[src/rtl/srt2_divider.sv]
module srt2_divider #(
  parameter int W = 16
) (
  input  logic         clk,
  input  logic         rst_n,
  input  logic         start,
  input  logic [W-1:0] dividend,
  input  logic [W-1:0] divisor,
  output logic         busy,
  output logic         done,
  output logic [W-1:0] quotient,
  output logic [W-1:0] remainder
);

  localparam int L  = W + 3;
  localparam int CW = $clog2(W + 1);

  typedef enum logic [1:0] {S_IDLE, S_RUN, S_FIN} st_t;

  st_t           st;
  logic [CW-1:0] cnt;
  logic [L-1:0]  ps, pc;
  logic [W-1:0]  dv, pbits, nbits;

  logic [L-1:0] ss, sc, dx, addend, nsum, maj, ncar, full, fixed;
  logic [4:0]   est;
  logic         nz, ng, cin;
  logic [W-1:0] qraw;

  assign ss  = {ps[L-2:0], 1'b0};
  assign sc  = {pc[L-2:0], 1'b0};
  assign est = ss[L-1:L-5] + sc[L-1:L-5];
  assign nz  = ~(&est[4:1]);
  assign ng  = est[4] & ~(&est[3:1]);
  assign dx  = {3'b000, dv};

  assign addend = !nz ? '0 : (ng ? dx : ~dx);
  assign cin    = nz & ~ng;
  assign nsum   = ss ^ sc ^ addend;
  assign maj    = (ss & sc) | (ss & addend) | (sc & addend);
  assign ncar   = {maj[L-2:0], cin};

  assign full  = ps + pc;
  assign fixed = full[L-1] ? full + dx : full;
  assign qraw  = pbits - nbits;
  assign busy  = (st != S_IDLE);

  always_ff @(posedge clk or negedge rst_n) begin
    if (!rst_n) begin
      st        <= S_IDLE;
      cnt       <= '0;
      ps        <= '0;
      pc        <= '0;
      dv        <= '0;
      pbits     <= '0;
      nbits     <= '0;
      done      <= 1'b0;
      quotient  <= '0;
      remainder <= '0;
    end else begin
      done <= 1'b0;
      case (st)
        S_IDLE: if (start) begin
          ps    <= {3'b000, dividend};
          pc    <= '0;
          dv    <= divisor;
          pbits <= '0;
          nbits <= '0;
          cnt   <= '0;
          st    <= S_RUN;
        end
        S_RUN: begin
          ps    <= nsum;
          pc    <= ncar;
          pbits <= {pbits[W-2:0], nz & ~ng};
          nbits <= {nbits[W-2:0], nz & ng};
          cnt   <= cnt + 1'b1;
          if (cnt == CW'(W - 1)) st <= S_FIN;
        end
        S_FIN: begin
          remainder <= fixed[W-1:0];
          quotient  <= full[L-1] ? qraw - 1'b1 : qraw;
          done      <= 1'b1;
          st        <= S_IDLE;
        end
        default: st <= S_IDLE;
      endcase
    end
  end

  a_r4_rem_below_divisor: assert property (@(posedge clk) disable iff (!rst_n)
    done |-> (remainder < dv));

  a_r8_pr_in_range: assert property (@(posedge clk) disable iff (!rst_n)
    (st == S_RUN) |-> ($signed(full) < $signed(dx) && $signed(full) >= -$signed(dx)));

  a_r3_done_single: assert property (@(posedge clk) disable iff (!rst_n)
    done |=> !done);

  a_r3_done_idle: assert property (@(posedge clk) disable iff (!rst_n)
    done |-> !busy);

  a_r7_start_ignored: assert property (@(posedge clk) disable iff (!rst_n)
    (busy && start) |=> $stable(dv));

  a_r6_hold: assert property (@(posedge clk) disable iff (!rst_n)
    (!busy && !start) |=> ($stable(quotient) && $stable(remainder)));

endmodule

[config.mk]
export PLATFORM = sky130hd
export DESIGN_NAME = srt2_divider
export DESIGN_NICKNAME = d
export VERILOG_FILES = /design/src/rtl/srt2_divider.sv
export SDC_FILE = /design/constraint.sdc
export NUM_CORES = 1
export LEC_CHECK = 0
export BUFFER_PORTS_ARGS = -buffer_cell sky130_fd_sc_hd__buf_4
export CORE_UTILIZATION = 35
export CTS_CLUSTER_SIZE = 8
export DETAILED_ROUTE_END_ITERATION = 7
export PLACE_DENSITY_LB_ADDON = 0.1
export SLEW_MARGIN = 20
export SYNTH_ARGS = -nofsm -noshare
export SYNTH_HDL_FRONTEND = slang
export SYNTH_SLANG_ARGS = --single-unit
[constraint.sdc]
create_clock -name clk -period 4.3 [get_ports clk]
set_input_delay 0.43 -clock clk [delete_from_list [all_inputs] [get_ports clk]]
set_output_delay 0.43 -clock clk [all_outputs]
set_load 0.02 [all_outputs]
==> metrics <==
outcome finished, final reports clean; IO Pins 69; first-pass GRT wire length ~36,000 um; drt drc 0; Initial Util 0.3604; DP Wirelength 15,830 um; 1st-iter DRT viols 348; placed insts 1,308; Gate Count Post-Synth 963; clk buf depth 2; ys async rst share 1.000; clock skew 0.009407 ns; actual slew at the worst max-slew pin 0.9814 ns; metal3 WL just under 1000 um; Yosys warnings 0; Main synth FF type dfrtp_1; synthesized area 8234 um^2; Via Count 6,832; Arr. time, crit path 4.37 ns; Fmax 247.6 MHz; final setup fails 0; Max-Slew Margin vs Limit 0.3457; Register Area 3103 um^2; sequential share of the synthesized area 0.3768; FILL cells 2,316; share of the synthesized area in the top cell type 0.3768; Req. time, crit path 4.64 ns; met2 WL 8432 um; Core Region 22,850 um^2; crit end category flip-flop; Die ar. ~24,000 um^2; die height between 150 and 200 um; Port Buffer Count 68; clock root buffer clkbuf_16; largest fanout on the critical path 5; critical path type flip-flop to flip-flop; GR Overflow Total 0; via/cell ratio 5.110; Final Core Density 0.4215; setup repair after global routing missed its margin no; Total Wirelength 21,820 um; crit start category flip-flop; syn_nets 1,072; non-filler instance count after layout approximately 1,300; nets 1,123; #FFs+latches synth 124; DR pass1 iterations 5; final worst-path cycle share 0.9391; worst min-delay path class input port to async pin; Final min period 4.038 ns; total CTS buffers 17; met1 WL 12,200 um; Final GP Congestion about 0.82; uppermost layer routed met4; clk sink count 124; vias in the first global route 6,553; Reg clk slew, reported paths 0.06 ns; Antenna Cells 0; Avg WL per Cell 16.32 um; CTS tree yes; final count of pins violating max slew 0; top cells by area, synth dfrtp_1 (38%), ha_1 (8.4%), nand2_1 (7.4%); footprint of the multi-input gates 4770 um^2; area grow syn2layout 16.96%; Yosys top cell by area dfrtp_1; Post-synth EDFFs 0; clk_lat worst skew around 0.42 ns; hold buffers post-CTS 0; share of layout cells above drive strength 1 0.1318; Die X-Extent roughly 160 um; largest net degree at the start of global routing 98; gr usage total 0.1913; Routed Antenna Nets 0; Final TNS setup 0 ns; H-tree levels 4; Final Hold Fails 0; Netlist cell types 65; initial antenna violation count 0; Post-Syn Area per Cell 8.551 um^2; max cap viols 0; std cell rows 55
## what timing repair did
item,in CTS,in global routing
setup buffers,0,0
setup endpoints to repair,0,1
resized for setup,0,3
## cells by family after synthesis
kind of cell             share of synthesized area
AND/OR/NAND/NOR                             0.1895
AO/OA/AOI/OAI                               0.2006
flip-flops                                  0.3768
buffers and inverters                      0.04695
adder cells (fa/ha/maj)                     0.1298
XOR/XNOR                                   0.04528
multiplexers                               0.01109
## metrics by stage
stage          instance area, um^2  hold WS (ns)  worst slack, ns
4_1_cts                       9619        0.1581          0.07974
3_5_place_dp                  9045        0.4721           0.1150
2_1_floorplan                 8234        0.1344           0.4999
6_report                      9630       0.05855           0.2620
3_3_place_gp                  9045        0.4647           0.1629
5_1_grt                       9630        0.1959          0.03237
## synth_stat cells (4+ instances only)
cell type	count
a2111oi_0	5
a211oi_1	19
a21o_1	11
a21oi_1	60
a31oi_1	18
and2_1	4
and3_1	12
clkbuf_1	43
dfrtp_1	124
fa_1	19
ha_1	55
inv_1	53
mux2i_1	8
nand2_1	163
nand2b_1	7
nand3_1	47
nand4_1	6
nor2_1	70
nor3_1	16
o211ai_1	5
o21a_1	6
o21ai_0	99
o21bai_1	4
o31ai_1	6
o41ai_1	4
or3_1	5
xnor2_1	31
xor2_1	9
## path summary, 6_finish.rpt
kind,cells past startpoint,slack (ns),end,from
setup reg to reg,17,0.26,remainder[15],ps[0]
min in group clk,3,0.19,dv[7],divisor[7]
setup / recovery,17,0.26,remainder[15],ps[0]
max in group asynchronous,2,3.32,pc[9],rst_n
hold / removal,1,0.06,pbits[9],rst_n
hold reg to reg,2,0.48,quotient[3],quotient[3]
## area by class of cell
class / instances / area share
clock buffers: 22 / 0.05028
multi-input cells: 739 / 0.4953
inverters: 54 / 0.02105
well taps: 313 / 0.04067
repair buffers: 78 / 0.06119
clock inverters: 7 / 0.009354
flip-flops and latches: 124 / 0.3222
## sequential cells by signal, indices dropped and copies added (netlist names)
name	count
ps	19
remainder	16
quotient	16
pc	17
st	2
done	1
dv	16
pbits	16
cnt	5
nbits	16
## per-layer routing
metal / vias to the layer above / global-route usage
li1: 3473 / -
met5: - / 0
met3: 11 / 0.03538
met1: 3211 / 0.3059
met4: 0 / 0.04902
met2: 137 / 0.2571
## critical path, cell delays in order (launching register included)
cell,delay [ns]
dfrtp_1,0.40
ha_1,0.25
ha_1,0.24
a211oi_2,0.26
nor2_1,0.11
o211ai_1,0.16
nand2_1,0.07
a21oi_1,0.17
xnor2_1,0.17
ha_1,0.33
and3_1,0.19
and4_1,0.21
a2111oi_2,0.37
o41ai_1,0.18
a31oi_1,0.24
mux2i_1,0.24
xnor3_1,0.23
o21ai_0,0.15
## cells in the final DEF (no fill, tap or decap), drive strengths merged, types with 18 or more instances in the layout
master  Yosys  layout
a211oi     22      22
a21oi      60      60
a31oi      18      18
buf         2      78
clkbuf     44      22
dfrtp     124     124
fa         19      19
ha         55      55
inv        53      53
nand2     163     163
nand3      48      48
nor2       70      70
o21ai     102     102
xnor2      31      31
Power is left out: the tool's default activity adds up to more than one toggle a clock period on the data nets, which glitch-free logic cannot reach.
